===== src/rtl/pfxseq_pkg.sv =====
package pfxseq_pkg;

  typedef enum logic [1:0] {
    WK_REAL   = 2'd0,
    WK_PREFIX = 2'd1,
    WK_COND   = 2'd2
  } word_kind_e;

  typedef enum logic [2:0] {
    REL_EQ  = 3'd0,
    REL_NE  = 3'd1,
    REL_LT  = 3'd2,
    REL_GE  = 3'd3,
    REL_GT  = 3'd4,
    REL_LE  = 3'd5,
    REL_LTU = 3'd6,
    REL_GEU = 3'd7
  } rel_e;

  localparam logic [3:0] OPC_PREFIX = 4'hF;
  localparam logic [3:0] OPC_COND   = 4'hE;

  function automatic word_kind_e classify(input logic [3:0] opc);
    if (opc == OPC_PREFIX)    return WK_PREFIX;
    else if (opc == OPC_COND) return WK_COND;
    else                      return WK_REAL;
  endfunction

endpackage


===== src/rtl/pfx_accum.sv =====
module pfx_accum #(
  parameter int DW     = 32,
  parameter int PFX_W  = 12,
  parameter int SIMM_W = 8
) (
  input  logic              clk,
  input  logic              rst_n,
  input  logic              shift_en,
  input  logic              consume,
  input  logic              skip_i,
  input  logic [PFX_W-1:0]  payload,
  input  logic [SIMM_W-1:0] simm,
  output logic [DW-1:0]     acc_o,
  output logic [DW-1:0]     imm_o
);
  localparam int WIDE_A = DW + SIMM_W;
  localparam int WIDE_P = DW + PFX_W;

  function automatic logic [DW-1:0] push_slice(input logic [DW-1:0] acc,
                                                input logic [PFX_W-1:0] p);
    logic [WIDE_P-1:0] wide;
    wide = {acc, p};
    return wide[DW-1:0];
  endfunction

  function automatic logic [DW-1:0] assemble(input logic [DW-1:0] acc,
                                              input logic [SIMM_W-1:0] s);
    logic [WIDE_A-1:0] wide;
    wide = {acc, s};
    return wide[DW-1:0];
  endfunction

  logic [DW-1:0] acc_q;

  always_ff @(posedge clk) begin
    if (!rst_n)        acc_q <= '0;
    else if (shift_en) acc_q <= push_slice(acc_q, payload);
    else if (consume)  acc_q <= '0;
  end

  assign acc_o = acc_q;
  assign imm_o = assemble(acc_q, simm);

  assert_slice_lands_R3: assert property (@(posedge clk) disable iff (!rst_n)
    shift_en |=> acc_q[PFX_W-1:0] == $past(payload));

  assert_cleared_after_use_R4: assert property (@(posedge clk) disable iff (!rst_n)
    (consume && !shift_en) |=> acc_q == '0);

  assert_empty_while_skipping_R7: assert property (@(posedge clk) disable iff (!rst_n)
    skip_i |-> acc_q == '0);
endmodule


===== src/rtl/cond_eval.sv =====
module cond_eval #(
  parameter int DW = 32
) (
  input  pfxseq_pkg::rel_e rel,
  input  logic [DW-1:0]    opa,
  input  logic [DW-1:0]    opb,
  output logic             pass
);
  import pfxseq_pkg::*;

  function automatic logic rel_holds(input rel_e r, input logic [DW-1:0] a,
                                     input logic [DW-1:0] b);
    logic slt, ult;
    slt = $signed(a) < $signed(b);
    ult = a < b;
    case (r)
      REL_EQ:  return a == b;
      REL_NE:  return a != b;
      REL_LT:  return slt;
      REL_GE:  return !slt;
      REL_GT:  return !slt && (a != b);
      REL_LE:  return slt || (a == b);
      REL_LTU: return ult;
      default: return !ult;
    endcase
  endfunction

  assign pass = rel_holds(rel, opa, opb);

  always_comb begin
    if (rel == REL_EQ) assert_eq_exact_R5: assert (pass == (opa == opb));
  end
endmodule


===== src/rtl/skip_track.sv =====
module skip_track #(
  parameter int STEP_W = 4
) (
  input  logic              clk,
  input  logic              rst_n,
  input  logic              word_fire,
  input  logic              is_real,
  input  logic              is_cond,
  input  logic              cond_pass,
  output logic              skip_q,
  output logic [STEP_W-1:0] step_o
);
  localparam logic [STEP_W-1:0] STEP_MAX = '1;

  function automatic logic [STEP_W-1:0] sat_inc(input logic [STEP_W-1:0] c);
    return (c == STEP_MAX) ? c : c + 1'b1;
  endfunction

  logic [STEP_W-1:0] cnt_q;
  logic              fail_event;

  assign fail_event = word_fire && is_cond && !skip_q && !cond_pass;
  assign step_o     = sat_inc(cnt_q);

  always_ff @(posedge clk) begin
    if (!rst_n) begin
      skip_q <= 1'b0;
      cnt_q  <= '0;
    end else if (word_fire) begin
      if (is_real) begin
        skip_q <= 1'b0;
        cnt_q  <= '0;
      end else begin
        cnt_q <= sat_inc(cnt_q);
        if (fail_event) skip_q <= 1'b1;
      end
    end
  end

  assert_fail_arms_skip_R6: assert property (@(posedge clk) disable iff (!rst_n)
    fail_event |=> skip_q);

  assert_one_cancel_R7: assert property (@(posedge clk) disable iff (!rst_n)
    (word_fire && is_real) |=> !skip_q);

  assert_step_nonzero_R10: assert property (@(posedge clk) disable iff (!rst_n)
    step_o != '0);
endmodule


===== src/rtl/pfx_cond_seq.sv =====
module pfx_cond_seq #(
  parameter int DW     = 32,
  parameter int PFX_W  = 12,
  parameter int SIMM_W = 8,
  parameter int STEP_W = 4
) (
  input  logic              clk,
  input  logic              rst_n,
  input  logic              in_valid,
  input  logic [DW-1:0]     in_word,
  input  logic [DW-1:0]     cond_a,
  input  logic [DW-1:0]     cond_b,
  output logic              out_valid,
  output logic [DW-1:0]     out_word,
  output logic [DW-1:0]     out_imm,
  output logic              out_exec,
  output logic [STEP_W-1:0] out_step
);
  import pfxseq_pkg::*;

  localparam int OPC_LSB = DW - 4;
  localparam int REL_LSB = DW - 7;
  localparam int SEL_BIT = DW - 8;

  word_kind_e        kind;
  logic              skip_q;
  logic              real_fire, pfx_fire, cond_fire, consume;
  logic              cond_pass, imm_sel;
  rel_e              rel;
  logic [DW-1:0]     acc, imm, opb;
  logic [STEP_W-1:0] step;

  assign kind      = classify(in_word[DW-1:OPC_LSB]);
  assign real_fire = in_valid && (kind == WK_REAL);
  assign pfx_fire  = in_valid && (kind == WK_PREFIX) && !skip_q;
  assign cond_fire = in_valid && (kind == WK_COND) && !skip_q;
  assign consume   = real_fire || cond_fire;
  assign rel       = rel_e'(in_word[REL_LSB+2:REL_LSB]);
  assign imm_sel   = in_word[SEL_BIT];
  assign opb       = imm_sel ? imm : cond_b;

  pfx_accum #(.DW(DW), .PFX_W(PFX_W), .SIMM_W(SIMM_W)) u_accum (
    .clk     (clk),
    .rst_n   (rst_n),
    .shift_en(pfx_fire),
    .consume (consume),
    .skip_i  (skip_q),
    .payload (in_word[PFX_W-1:0]),
    .simm    (in_word[SIMM_W-1:0]),
    .acc_o   (acc),
    .imm_o   (imm)
  );

  cond_eval #(.DW(DW)) u_cond (
    .rel (rel),
    .opa (cond_a),
    .opb (opb),
    .pass(cond_pass)
  );

  skip_track #(.STEP_W(STEP_W)) u_skip (
    .clk      (clk),
    .rst_n    (rst_n),
    .word_fire(in_valid),
    .is_real  (kind == WK_REAL),
    .is_cond  (kind == WK_COND),
    .cond_pass(cond_pass),
    .skip_q   (skip_q),
    .step_o   (step)
  );

  always_ff @(posedge clk) begin
    if (!rst_n) begin
      out_valid <= 1'b0;
      out_word  <= '0;
      out_imm   <= '0;
      out_exec  <= 1'b0;
      out_step  <= '0;
    end else begin
      out_valid <= real_fire;
      if (real_fire) begin
        out_word <= in_word;
        out_imm  <= imm;
        out_exec <= !skip_q;
        out_step <= step;
      end
    end
  end

  assert_pulse_follows_real_R9: assert property (@(posedge clk) disable iff (!rst_n)
    real_fire |=> out_valid && out_word == $past(in_word));

  assert_modifier_silent_R2: assert property (@(posedge clk) disable iff (!rst_n)
    (in_valid && kind != WK_REAL) |=> !out_valid);

  assert_skip_cancels_R6: assert property (@(posedge clk) disable iff (!rst_n)
    (real_fire && skip_q) |=> out_valid && !out_exec);

  assert_idle_holds_R11: assert property (@(posedge clk) disable iff (!rst_n)
    !in_valid |=> !out_valid && $stable(skip_q) && $stable(acc));
endmodule


===== config.mk =====
export PLATFORM = sky130hd
export DESIGN_NAME = pfx_cond_seq
export DESIGN_NICKNAME = d
export VERILOG_FILES = /design/src/rtl/pfxseq_pkg.sv /design/src/rtl/pfx_accum.sv /design/src/rtl/cond_eval.sv /design/src/rtl/skip_track.sv /design/src/rtl/pfx_cond_seq.sv
export SDC_FILE = /design/constraint.sdc
export NUM_CORES = 1
export LEC_CHECK = 0
export CORE_ASPECT_RATIO = 1.75
export CORE_MARGIN = 2
export CORE_UTILIZATION = 41
export DETAILED_ROUTE_END_ITERATION = 12
export DONT_BUFFER_PORTS = 1
export PLACE_DENSITY = 0.63
export SLEW_MARGIN = 10
export SYNTH_ARGS = -nofsm -noshare
export SYNTH_HDL_FRONTEND = slang
export SYNTH_SLANG_ARGS = --single-unit

===== constraint.sdc =====
create_clock -name clk -period 5.08 [get_ports clk]
set_input_delay 1.016 -clock clk [delete_from_list [all_inputs] [get_ports clk]]
set_output_delay 1.016 -clock clk [all_outputs]
set_load 0.02 [all_outputs]

==> run_results.csv <==
group,metric,value,unit
outcome,run_status,"completed",
pwr,power_density,367,nW/um^2
global_routing,grt_overflow,0,
synthesis,yosysWarnings,0,
die,core,10200,sq um
clocking,root_buffer,"clkbuf_16",
timing,worst_hold_slack,0.519,ns
route,drt_first_pass_iters,5,
die,io_pins,169,
global_routing,grt_pass1_vias,3264,
die,die_h,139,um
die,chipWidth,81.0,um
cells_and_area,antenna_cells,0,
synthesis,async_flop_share,0,%
clocking,worstSkewPairLatency,0.34,ns
timing,hold_viol,0,
setup_path,cp.arrival,3.31,ns
cells_and_area,drive_gt1_share,8.42,%
timing,period_minus_slack,3.08,ns
synthesis,syn_inst,408,
synthesis,synth.distinct_cells,48,
clocking,clk_pin_slew,0.07,ns
setup_path,required,5.30,ns
clocking,clockBufferDepth,2,
die,row_count,49,
min_path,hp-class,"reg2reg",
timing,setup_violations,0,
synthesis,seq_area_frac_synth,42.9,%
global_routing,grt_max_degree,58,
synthesis,syn_avg_cell_area,10.4,sq um
synthesis,syn-num-nets,540,
flow_run,cap_violations,0,
clocking,clock_sinks,91,
route,wl,11.8,mm
route,vias,3162,
clocking,cts_tree,"yes",
clocking,cts_hold_buf,0,
timing,slew-limit-headroom,26.5,%
synthesis,yosysTopAreaCellShare,42.9,%
synthesis,ys_top_cells_by_area,"dfxtp_1 (43%), a22o_1 (12%), ha_1 (9.7%), mux2i_1 (8.0%), a22oi_1 (4.4%)",
timing,setup_tns,0,ns
timing,rsz0062_at_grt,"no",
pwr,peakVddDrop,0.197,mV
route,drc,0,
setup_path,cp-start-kind,"input pin",
place,place_congestion,0.816,
route,postRouteAntennaNets,0,
timing,clock_skew,0.00508,ns
timing,drv_slew,0,
synthesis,synth_common_cells,"dfxtp_1 (91), a22o_1 (56), mux2i_1 (34), ha_1 (33), nor2b_1 (28)",
synthesis,synth-edff-count,0,
pwr,leakagePower,1.83,nW
synthesis,syn_area,4250,sq um
clocking,cts_made_buffers,9,
route,drt-initial-drc-count,126,
route,avgRoutedWirePerCell,22.7,um
clocking,cts_resized,0,
synthesis,synth_flop_cell,"dfxtp_1",
timing,post-route-period-util,60.7,%
setup_path,endpoint_kind,"flop",
clocking,post_cts_buffers,0,
global_routing,grt_pass1_wl,18.2,mm
setup_path,cp_max_fo,33,
clocking,htree_levels,3,
cells_and_area,fin_nets,519,
die,dieArea,11200,sq um
place,dpl.hpwl,8.91,mm
pwr,power,0.00171,W
cells_and_area,flow.area_growth_from_synthesis,9.27,%
global_routing,antenna_found_initial,0,
synthesis,yosysMostFrequentCell,"dfxtp_1",
place,port_buffers,0,
route,viasPerCell,6.09,
global_routing,grt.total_usage,21.5,%
timing,tightest_slew,1.10,ns
synthesis,synth_top_area_cell,"dfxtp_1",
synthesis,ys_ff_latch,91,
die,initial_core_util,41.8,%
timing,fmax,0.324,GHz
setup_path,crit_type,"in2reg",
[per-layer routing]
metal	GRT usage (%)	vias to the layer above	routed length [um]
met1	23.4	1526	4330
li1	-	1500	-
met5	0	-	0
met4	9.46	0	346
met3	4.10	20	641
met2	39.0	116	6450
[where the power goes]
| group | switching, W | leakage [nW] | total, W | internal (W) |
|---|---|---|---|---|
| Sequential | 0.0000415 | 0.740 | 0.000774 | 0.000733 |
| Combinational | 0.0000769 | 0.912 | 0.000143 | 0.0000663 |
| Clock | 0.000289 | 0.175 | 0.000790 | 0.000500 |
[worst max-delay path, cell delays in order]
cell and delay [ns]:
mux2i_1 0.12, ha_1 0.35, nand4_2 0.17, or4_4 0.57, a21o_1 0.18, o211ai_2 0.08, a21oi_2 0.10, a211o_1 0.31
o41ai_2 0.32, a211oi_2 0.07
[kinds of logic after synthesis]
| kind of cell | Yosys count | synth area share (%) |
|---|---|---|
| muxes | 36 | 8.63 |
| and+or+nand+nor | 82 | 11.1 |
| DFF | 91 | 42.9 |
| xor gates and xnor gates | 3 | 0.618 |
| buffers and inverters | 38 | 4.06 |
| adders and majority gates | 33 | 9.71 |
| AOI/OAI and AO/OA | 125 | 23.0 |
[stage by stage]
stage	instance area, sq um	instances	setup slack, ns	util, %
final	4640	519	2.00	45.6
after global routing	4640	519	1.93	45.6
after CTS	4640	519	2.02	45.6
after detailed placement	4290	503	1.66	42.1
after global placement	4290	503	1.75	42.1
after floorplan	4250	408	1.12	-
[cell usage in the layout, fill, tap and decap left out, drive strengths merged, types with 3 or more instances in the layout]
cell type  instances
dfxtp             91
a22o              56
mux2i             34
ha                33
nor2b             28
a22oi             25
nand2             16
a21oi             16
clkbuf            10
o21ai             10
nand3              8
nor2               8
nand4              8
inv                6
nor3               4
a21o               3
bufinv             3
nor3b              3
o211ai             3
[state kept, by name (all words and copies together) (netlist names)]
| name | cells |
|---|---|
| u_skip.skip_q | 1 |
| out_word | 32 |
| u_accum.acc_o | 24 |
| out_step | 4 |
| u_skip.cnt_q | 4 |
| out_valid | 1 |
| out_exec | 1 |
| out_imm | 24 |
[path summary, 6_finish.rpt]
path                                                     start                          to  slack (ns)  depth (start not counted)
worst max-delay path                               in_word[24]  u_skip.skip_q$_SDFFE_PN0P_        2.00                         10
worst min-delay path            u_accum.acc_o[20]$_SDFFE_PN0P_    out_imm[28]$_SDFFE_PN0P_        0.52                          1
worst max register to register   u_accum.acc_o[6]$_SDFFE_PN0P_  u_skip.skip_q$_SDFFE_PN0P_        2.20                         10
worst min register to register  u_accum.acc_o[20]$_SDFFE_PN0P_    out_imm[28]$_SDFFE_PN0P_        0.52                          1
[cell type report]
cell class | count | area [sq um]
well taps | 127 | 159
inverters | 4 | 15.0
fillers | 982 | 5530
repair buffers | 2 | 15.0
clock buffers | 10 | 239
clock inverters | 6 | 119
flip-flops and latches | 91 | 1820
multi-input cells | 279 | 2280
Note: power is estimated with default switching activity, not from simulation.
